## src/rtl/trc_pkg.sv

```systemverilog
package trc_pkg;
   localparam int unsigned TRC_INSN_W  = 32;
   localparam int unsigned TRC_REGA_W  = 5;
   localparam int unsigned TRC_CSRA_W  = 12;
   localparam int unsigned TRC_MAX_DLY = 16;
endpackage

```

## src/rtl/trc_delay_line.sv

```systemverilog
module trc_delay_line #(
   parameter int unsigned W     = 8,
   parameter int unsigned DEPTH = 1
) (
   input  logic         clk_i,
   input  logic         rst_ni,
   input  logic [W-1:0] d_i,
   output logic [W-1:0] q_o
);
   if (W == 0) begin : g_bad_w
      $error("trc_delay_line: W must be non-zero");
   end

   if (DEPTH == 0) begin : g_thru
      assign q_o = d_i;
   end else begin : g_shift
      logic [W-1:0] stg_q [DEPTH];
      always_ff @(posedge clk_i or negedge rst_ni) begin
         if (!rst_ni) begin
            for (int i = 0; i < int'(DEPTH); i++) stg_q[i] <= '0;
         end else begin
            stg_q[0] <= d_i;
            for (int i = 1; i < int'(DEPTH); i++) stg_q[i] <= stg_q[i-1];
         end
      end
      assign q_o = stg_q[DEPTH-1];
   end
endmodule

```

## src/rtl/trc_record_pack.sv

```systemverilog
module trc_record_pack
   import trc_pkg::*;
#(
   parameter int unsigned XLEN = 32,
   localparam int unsigned BEW = XLEN / 8
) (
   input  logic                  clk_i,
   input  logic                  rst_ni,
   input  logic                  retire_i,
   input  logic                  trap_i,
   input  logic [XLEN-1:0]       pc_i,
   input  logic [XLEN-1:0]       pc_next_i,
   input  logic [TRC_INSN_W-1:0] insn_i,
   input  logic                  rd_we_i,
   input  logic [TRC_REGA_W-1:0] rd_addr_i,
   input  logic [XLEN-1:0]       rd_data_i,
   input  logic                  csr_we_i,
   input  logic [TRC_CSRA_W-1:0] csr_addr_i,
   input  logic [XLEN-1:0]       csr_data_i,
   input  logic                  mem_req_i,
   input  logic                  mem_we_i,
   input  logic [XLEN-1:0]       mem_addr_i,
   input  logic [BEW-1:0]        mem_be_i,
   input  logic [XLEN-1:0]       mem_wdata_i,
   input  logic [XLEN-1:0]       mem_rdata_i,
   output logic                  trc_valid_o,
   output logic                  trc_trap_o,
   output logic [XLEN-1:0]       trc_pc_o,
   output logic [XLEN-1:0]       trc_pc_next_o,
   output logic [TRC_INSN_W-1:0] trc_insn_o,
   output logic                  trc_rd_we_o,
   output logic [TRC_REGA_W-1:0] trc_rd_addr_o,
   output logic [XLEN-1:0]       trc_rd_data_o,
   output logic                  trc_csr_we_o,
   output logic [TRC_CSRA_W-1:0] trc_csr_addr_o,
   output logic [XLEN-1:0]       trc_csr_data_o,
   output logic                  trc_mem_req_o,
   output logic                  trc_mem_we_o,
   output logic [XLEN-1:0]       trc_mem_addr_o,
   output logic [BEW-1:0]        trc_mem_be_o,
   output logic [XLEN-1:0]       trc_mem_wdata_o,
   output logic [XLEN-1:0]       trc_mem_rdata_o
);
   logic clean, rd_hit, csr_hit, mem_hit, st_hit, ld_hit;

   assign clean   = retire_i & ~trap_i;
   assign rd_hit  = clean & rd_we_i & (rd_addr_i != '0);
   assign csr_hit = retire_i & csr_we_i;
   assign mem_hit = clean & mem_req_i;
   assign st_hit  = mem_hit & mem_we_i;
   assign ld_hit  = mem_hit & ~mem_we_i;

   always_ff @(posedge clk_i or negedge rst_ni) begin
      if (!rst_ni) begin
         trc_valid_o     <= 1'b0;
         trc_trap_o      <= 1'b0;
         trc_pc_o        <= '0;
         trc_pc_next_o   <= '0;
         trc_insn_o      <= '0;
         trc_rd_we_o     <= 1'b0;
         trc_rd_addr_o   <= '0;
         trc_rd_data_o   <= '0;
         trc_csr_we_o    <= 1'b0;
         trc_csr_addr_o  <= '0;
         trc_csr_data_o  <= '0;
         trc_mem_req_o   <= 1'b0;
         trc_mem_we_o    <= 1'b0;
         trc_mem_addr_o  <= '0;
         trc_mem_be_o    <= '0;
         trc_mem_wdata_o <= '0;
         trc_mem_rdata_o <= '0;
      end else begin
         trc_valid_o     <= retire_i;
         trc_trap_o      <= retire_i & trap_i;
         trc_pc_o        <= retire_i ? pc_i      : '0;
         trc_pc_next_o   <= retire_i ? pc_next_i : '0;
         trc_insn_o      <= retire_i ? insn_i    : '0;
         trc_rd_we_o     <= rd_hit;
         trc_rd_addr_o   <= rd_hit ? rd_addr_i : '0;
         trc_rd_data_o   <= rd_hit ? rd_data_i : '0;
         trc_csr_we_o    <= csr_hit;
         trc_csr_addr_o  <= csr_hit ? csr_addr_i : '0;
         trc_csr_data_o  <= csr_hit ? csr_data_i : '0;
         trc_mem_req_o   <= mem_hit;
         trc_mem_we_o    <= st_hit;
         trc_mem_addr_o  <= mem_hit ? mem_addr_i  : '0;
         trc_mem_be_o    <= mem_hit ? mem_be_i    : '0;
         trc_mem_wdata_o <= st_hit  ? mem_wdata_i : '0;
         trc_mem_rdata_o <= ld_hit  ? mem_rdata_i : '0;
      end
   end

   AST_RECORD_PER_RETIRE: assert property (@(posedge clk_i) disable iff (!rst_ni)
      retire_i |=> trc_valid_o);
   AST_NO_RECORD_IDLE: assert property (@(posedge clk_i) disable iff (!rst_ni)
      !retire_i |=> !trc_valid_o);
   AST_TRAP_CLEAN: assert property (@(posedge clk_i) disable iff (!rst_ni)
      (retire_i && trap_i) |=> (trc_trap_o && !trc_rd_we_o && !trc_mem_req_o));
   AST_NO_X0_WRITE: assert property (@(posedge clk_i) disable iff (!rst_ni)
      trc_rd_we_o |-> (trc_rd_addr_o != '0));
   AST_LOAD_STORE_EXCL: assert property (@(posedge clk_i) disable iff (!rst_ni)
      !((trc_mem_wdata_o != '0) && (trc_mem_rdata_o != '0)));
   AST_IDLE_ZERO: assert property (@(posedge clk_i) disable iff (!rst_ni)
      !trc_valid_o |-> (trc_pc_o == '0 && trc_insn_o == '0 && !trc_csr_we_o
                        && !trc_mem_req_o && !trc_trap_o));
endmodule

```

## src/rtl/trc_retire_port.sv

```systemverilog
module trc_retire_port
   import trc_pkg::*;
#(
   parameter bit          ENABLE    = 1'b1,
   parameter int unsigned XLEN      = 32,
   parameter int unsigned DLY_FETCH = 3,
   parameter int unsigned DLY_RF    = 0,
   parameter int unsigned DLY_CSR   = 2,
   parameter int unsigned DLY_MREQ  = 2,
   parameter int unsigned DLY_MRSP  = 1
) (
   input  logic                    clk_i,
   input  logic                    rst_ni,
   input  logic [XLEN-1:0]         pc_i,
   input  logic [XLEN-1:0]         pc_next_i,
   input  logic [31:0]             insn_i,
   input  logic                    rd_we_i,
   input  logic [4:0]              rd_addr_i,
   input  logic [XLEN-1:0]         rd_data_i,
   input  logic                    csr_we_i,
   input  logic [11:0]             csr_addr_i,
   input  logic [XLEN-1:0]         csr_data_i,
   input  logic                    mem_req_i,
   input  logic                    mem_we_i,
   input  logic [XLEN-1:0]         mem_addr_i,
   input  logic [XLEN/8-1:0]       mem_be_i,
   input  logic [XLEN-1:0]         mem_wdata_i,
   input  logic [XLEN-1:0]         mem_rdata_i,
   input  logic                    retire_i,
   input  logic                    trap_i,
   output logic                    trc_valid_o,
   output logic                    trc_trap_o,
   output logic [XLEN-1:0]         trc_pc_o,
   output logic [XLEN-1:0]         trc_pc_next_o,
   output logic [31:0]             trc_insn_o,
   output logic                    trc_rd_we_o,
   output logic [4:0]              trc_rd_addr_o,
   output logic [XLEN-1:0]         trc_rd_data_o,
   output logic                    trc_csr_we_o,
   output logic [11:0]             trc_csr_addr_o,
   output logic [XLEN-1:0]         trc_csr_data_o,
   output logic                    trc_mem_req_o,
   output logic                    trc_mem_we_o,
   output logic [XLEN-1:0]         trc_mem_addr_o,
   output logic [XLEN/8-1:0]       trc_mem_be_o,
   output logic [XLEN-1:0]         trc_mem_wdata_o,
   output logic [XLEN-1:0]         trc_mem_rdata_o
);
   localparam int unsigned BEW   = XLEN / 8;
   localparam int unsigned FET_W = 2 * XLEN + TRC_INSN_W;
   localparam int unsigned RF_W  = 1 + TRC_REGA_W + XLEN;
   localparam int unsigned CSR_W = 1 + TRC_CSRA_W + XLEN;
   localparam int unsigned MRQ_W = 2 + 2 * XLEN + BEW;

   if (XLEN % 8 != 0 || XLEN < 32) begin : g_bad_xlen
      $error("trc_retire_port: XLEN must be a multiple of 8 and at least 32");
   end
   if (DLY_FETCH > TRC_MAX_DLY || DLY_RF > TRC_MAX_DLY || DLY_CSR > TRC_MAX_DLY
       || DLY_MREQ > TRC_MAX_DLY || DLY_MRSP > TRC_MAX_DLY) begin : g_bad_dly
      $error("trc_retire_port: stage delay exceeds TRC_MAX_DLY");
   end

   if (ENABLE) begin : g_on
      logic [FET_W-1:0] fet_a;
      logic [RF_W-1:0]  rf_a;
      logic [CSR_W-1:0] csr_a;
      logic [MRQ_W-1:0] mrq_a;
      logic [XLEN-1:0]  mrs_a;

      trc_delay_line #(.W(FET_W), .DEPTH(DLY_FETCH)) u_fet (
         .clk_i, .rst_ni, .d_i({pc_i, pc_next_i, insn_i}), .q_o(fet_a));
      trc_delay_line #(.W(RF_W), .DEPTH(DLY_RF)) u_rf (
         .clk_i, .rst_ni, .d_i({rd_we_i, rd_addr_i, rd_data_i}), .q_o(rf_a));
      trc_delay_line #(.W(CSR_W), .DEPTH(DLY_CSR)) u_csr (
         .clk_i, .rst_ni, .d_i({csr_we_i, csr_addr_i, csr_data_i}), .q_o(csr_a));
      trc_delay_line #(.W(MRQ_W), .DEPTH(DLY_MREQ)) u_mrq (
         .clk_i, .rst_ni,
         .d_i({mem_req_i, mem_we_i, mem_addr_i, mem_be_i, mem_wdata_i}), .q_o(mrq_a));
      trc_delay_line #(.W(XLEN), .DEPTH(DLY_MRSP)) u_mrs (
         .clk_i, .rst_ni, .d_i(mem_rdata_i), .q_o(mrs_a));

      trc_record_pack #(.XLEN(XLEN)) u_pack (
         .clk_i, .rst_ni,
         .retire_i, .trap_i,
         .pc_i       (fet_a[FET_W-1 -: XLEN]),
         .pc_next_i  (fet_a[TRC_INSN_W +: XLEN]),
         .insn_i     (fet_a[TRC_INSN_W-1:0]),
         .rd_we_i    (rf_a[RF_W-1]),
         .rd_addr_i  (rf_a[XLEN +: TRC_REGA_W]),
         .rd_data_i  (rf_a[XLEN-1:0]),
         .csr_we_i   (csr_a[CSR_W-1]),
         .csr_addr_i (csr_a[XLEN +: TRC_CSRA_W]),
         .csr_data_i (csr_a[XLEN-1:0]),
         .mem_req_i  (mrq_a[MRQ_W-1]),
         .mem_we_i   (mrq_a[MRQ_W-2]),
         .mem_addr_i (mrq_a[XLEN+BEW +: XLEN]),
         .mem_be_i   (mrq_a[XLEN +: BEW]),
         .mem_wdata_i(mrq_a[XLEN-1:0]),
         .mem_rdata_i(mrs_a),
         .trc_valid_o, .trc_trap_o, .trc_pc_o, .trc_pc_next_o, .trc_insn_o,
         .trc_rd_we_o, .trc_rd_addr_o, .trc_rd_data_o,
         .trc_csr_we_o, .trc_csr_addr_o, .trc_csr_data_o,
         .trc_mem_req_o, .trc_mem_we_o, .trc_mem_addr_o, .trc_mem_be_o,
         .trc_mem_wdata_o, .trc_mem_rdata_o);
   end else begin : g_off
      logic off_unused;
      assign off_unused = ^{clk_i, rst_ni, pc_i, pc_next_i, insn_i, rd_we_i, rd_addr_i,
                            rd_data_i, csr_we_i, csr_addr_i, csr_data_i, mem_req_i,
                            mem_we_i, mem_addr_i, mem_be_i, mem_wdata_i, mem_rdata_i,
                            retire_i, trap_i};
      assign trc_valid_o     = 1'b0;
      assign trc_trap_o      = 1'b0;
      assign trc_pc_o        = '0;
      assign trc_pc_next_o   = '0;
      assign trc_insn_o      = '0;
      assign trc_rd_we_o     = 1'b0;
      assign trc_rd_addr_o   = '0;
      assign trc_rd_data_o   = '0;
      assign trc_csr_we_o    = 1'b0;
      assign trc_csr_addr_o  = '0;
      assign trc_csr_data_o  = '0;
      assign trc_mem_req_o   = 1'b0;
      assign trc_mem_we_o    = 1'b0;
      assign trc_mem_addr_o  = '0;
      assign trc_mem_be_o    = '0;
      assign trc_mem_wdata_o = '0;
      assign trc_mem_rdata_o = '0;
   end
endmodule

```

## config.mk

```make
export PLATFORM = sky130hd
export DESIGN_NAME = trc_retire_port
export DESIGN_NICKNAME = d
export VERILOG_FILES = /design/src/rtl/trc_pkg.sv /design/src/rtl/trc_delay_line.sv /design/src/rtl/trc_record_pack.sv /design/src/rtl/trc_retire_port.sv
export SDC_FILE = /design/constraint.sdc
export NUM_CORES = 1
export LEC_CHECK = 0
export ABC_AREA = 1
export BUFFER_PORTS_ARGS = -buffer_cell sky130_fd_sc_hd__buf_2
export CAP_MARGIN = 10
export CORE_ASPECT_RATIO = 0.7
export CORE_MARGIN = 2
export CORE_UTILIZATION = 45
export DETAILED_ROUTE_END_ITERATION = 8
export MAX_ROUTING_LAYER = met4
export PLACE_DENSITY = 0.69
export SLEW_MARGIN = 10
export SYNTH_ARGS = -nofsm -noshare
export SYNTH_HDL_FRONTEND = slang
export SYNTH_SLANG_ARGS = --single-unit
```

## constraint.sdc

```tcl
create_clock -name clk_i -period 1.94 [get_ports clk_i]
set_input_delay 0.485 -clock clk_i [delete_from_list [all_inputs] [get_ports clk_i]]
set_output_delay 0.485 -clock clk_i [all_outputs]
set_load 0.05 [all_outputs]
```

==> flow_summary.yaml <==
critical_path:
  worstReg2RegStart: "g_on.u_mrq.q_o[69]"
  reg2reg_to: "g_on.u_pack.trc_mem_wdata_o[13]"
  crit_chain: "clkbuf_4"
  crit_family: "flip-flops"
  critPathCaptureType: "output pin"
  worstPathArrival_ns: 1.36
  crit_path_max_incr_delay_ns: 0.46
  slowest_stage: "dfrtp_1"
  startpoint_type: "flop"
  crit_buf_inv: 1
  path_class: "flop to output pin"
  crit_required_ns: 1.45
  r2r_slack_ns: 0.47
  cp.depth: 1
  cp_max_fo: 1
  r2r_cells: 5
worst_hold_path:
  hold_depth: 3
  min-delay-start: "rd_data_i[25]"
  min_to: "g_on.u_pack.trc_rd_data_o[25]"
  hold_path.class: "input port to flop"
timing:
  period_minus_slack_ns: 1.84
  rsz0062_at_grt: "no"
  setup_violations: 0
  worst_slew_pin_slew_ns: 0.541
  fin_crit_sh_pct: 95.0
  max_freq_mhz: 543
  finalSetupTns_ns: 0
  worst_clock_skew_ns: 0.0232
  timing.final.max_slew_violations: 0
  hold_violations: 0
  relSlewSlack_pct: 63.9
route:
  wl_per_cell_um: 17.8
  drt_iter0_drc: 844
  drc_errors: 0
  ant_nets: 0
  drt_wl_total_um: 54000
  vias_per_cell: 4.31
  dr_total_vias: 13038
  drt_first_pass_iters: 4
die:
  dieHeight_um: 194
  rows: 69
  start_util_pct: 45.6
  die-area_sq_um: 53400
  die-width_um: 275
  io_pins: 568
  fp.coreArea_sq_um: 50900
clock_tree:
  clockRootBuffer: "clkbuf_16"
  cts_made_buffers: 74
  htree_levels: 3
  clkSlewWorstSetupHoldPaths_ns: 0.06
  clk_path_buf_depth: 3
  tritoncts: "yes"
  cts.sinks: 833
  cts_setup_buffers: 0
  clk_latency_ns: 0.61
global_route:
  grt_max_degree: 90
  grt-ovfl-total: 0
  antenna_found_initial: 6
  groute.usage.overall_pct: 21.4
  grt_pass1_wl_um: 83100
  grt_pass1_vias: 14785
yosys:
  synth.distinct_cells: 14
  synth-seq-area-share_pct: 89.9
  syn-cell-area_sq_um: 23200
  synth_nets: 1688
  synthCells: 1403
  ys_seq_elements: 833
  ys.warnings.count: 0
  synth.avg_cell_area_sq_um: 16.5
place:
  hpwl_um: 32600
  dp_cells: 2647
  place.gp.congestion: 0.863
  portBuffers: 567
layout:
  final_common_cell: "dfrtp_1"
  final_cell_mix: "dfrtp_1 (832), buf_2 (564), inv_1 (250), dlygate4sd3_1 (244), nor2_1 (151)"
  syn2layout_area_growth_pct: 39.3
  postLayoutCoreUtil_pct: 63.5
  layout.cells.non_filler: 3028
  layout-drive-gt1-share_pct: 31.3
  nets: 2578
  fillers: 3467
flow_run:
  maxCapViolCount: 0
power:
  p_leak_nw: 17.5
  ir_worst_vdd_uv: 1100
  power.density_nw_per_um2: 1130
status:
  outcome: "finished, final reports clean"
where the power goes:
| group | total [mW] | switching (mW) | internal (mW) |
|---|---|---|---|
| clock network | 15.7 | 6.46 | 9.19 |
| logic | 2.46 | 1.63 | 0.835 |
| registers | 18.4 | 0.255 | 18.1 |
| total | 36.5 | 8.35 | 28.2 |
cell families after synthesis:
kind of cell	after synthesis	synth area share, %
AND/OR/NAND/NOR	286	5.26
flip-flops	833	89.9
buffers and inverters	284	4.83
cells in the mapped netlist (all sizes together):
library cell | instances | area share (%)
buf | 22 | 0.59
clkbuf | 10 | 0.16
nand3 | 3 | 0.14
nor3b | 32 | 1.0
nor2 | 151 | 2.4
nand2 | 100 | 1.6
dfrtp | 833 | 90
inv | 252 | 4.1
worst min-delay path: stages:
cell and delay, ns:
buf_2 0.10, inv_1 0.04, nor2_1 0.03
final cells by class:
cell class / instances / area [sq um] / area share [%]
clock buffers: 98 / 2130 / 6.61
repair buffers: 846 / 5760 / 17.8
inverters: 252 / 946 / 2.93
multi-input cells: 286 / 1220 / 3.79
flip-flops and latches: 833 / 20800 / 64.6
diodes: 6 / 15.0 / 0.0465
well taps: 674 / 843 / 2.61
clock inverters: 33 / 523 / 1.62
how the worst max path moves through the flow:
stage	from	slack (ns)	endpoint
floorplan	retire_i	0.71	g_on.u_pack.trc_rd_data_o[10]
detailed placement	trap_i	0.16	g_on.u_pack.trc_mem_wdata_o[27]
CTS	g_on.u_pack.trc_mem_rdata_o[22]	0.02	trc_mem_rdata_o[22]
global route	g_on.u_pack.trc_mem_rdata_o[22]	0.03	trc_mem_rdata_o[22]
finish	g_on.u_pack.trc_mem_rdata_o[22]	0.1	trc_mem_rdata_o[22]
global placement	trap_i	0.20	g_on.u_pack.trc_mem_wdata_o[30]
registers in the layout, summed over array words and instances, names as in the netlist, 4 cells and up:
name	flops
g_on.u_mrq.g_shift.stg_q	70
g_on.u_csr.q_o	45
g_on.u_pack.trc_mem_addr_o	32
g_on.u_pack.trc_csr_addr_o	12
g_on.u_pack.trc_mem_rdata_o	32
g_on.u_mrq.q_o	70
g_on.u_pack.trc_rd_addr_o	5
g_on.u_pack.trc_pc_o	32
g_on.u_pack.trc_rd_data_o	32
g_on.u_pack.trc_mem_be_o	4
g_on.u_fet.g_shift.stg_q	192
g_on.u_pack.trc_mem_wdata_o	32
g_on.u_pack.trc_csr_data_o	32
g_on.u_csr.g_shift.stg_q	45
g_on.u_mrs.q_o	32
g_on.u_pack.trc_pc_next_o	32
g_on.u_pack.trc_insn_o	32
g_on.u_fet.q_o	96
per-layer routing:
metal	share of wire (%)	GRT usage [%]	routed length, um
met1	36	24.0	19700
met2	53	36.8	28800
met3	6.3	5.09	3390
met4	3.9	9.03	2130
met5	0	-	0
stage by stage:
step / total power [mW] / hold slack [ns] / cell area [sq um] / setup WS [ns]
5_1_grt: 37.8 / 0.0529 / 32300 / 0.0277
2_1_floorplan: 19.6 / 0.189 / 23200 / 0.712
6_report: 36.5 / 0.0855 / 32300 / 0.0968
3_3_place_gp: 20.7 / 0.331 / 27200 / 0.196
4_1_cts: 36.8 / 0.000269 / 32300 / 0.0172
3_5_place_dp: 20.8 / 0.335 / 27200 / 0.158
repair_timing:
| item | in CTS | in global routing |
|---|---|---|
| resized for setup | 0 | 1 |
| hold buffers | 243 | 1 |
| setup endpoints to repair | 0 | 1 |
| endpoints found under the hold margin | 257 | 1 |
(Power assumes the default switching activity.)
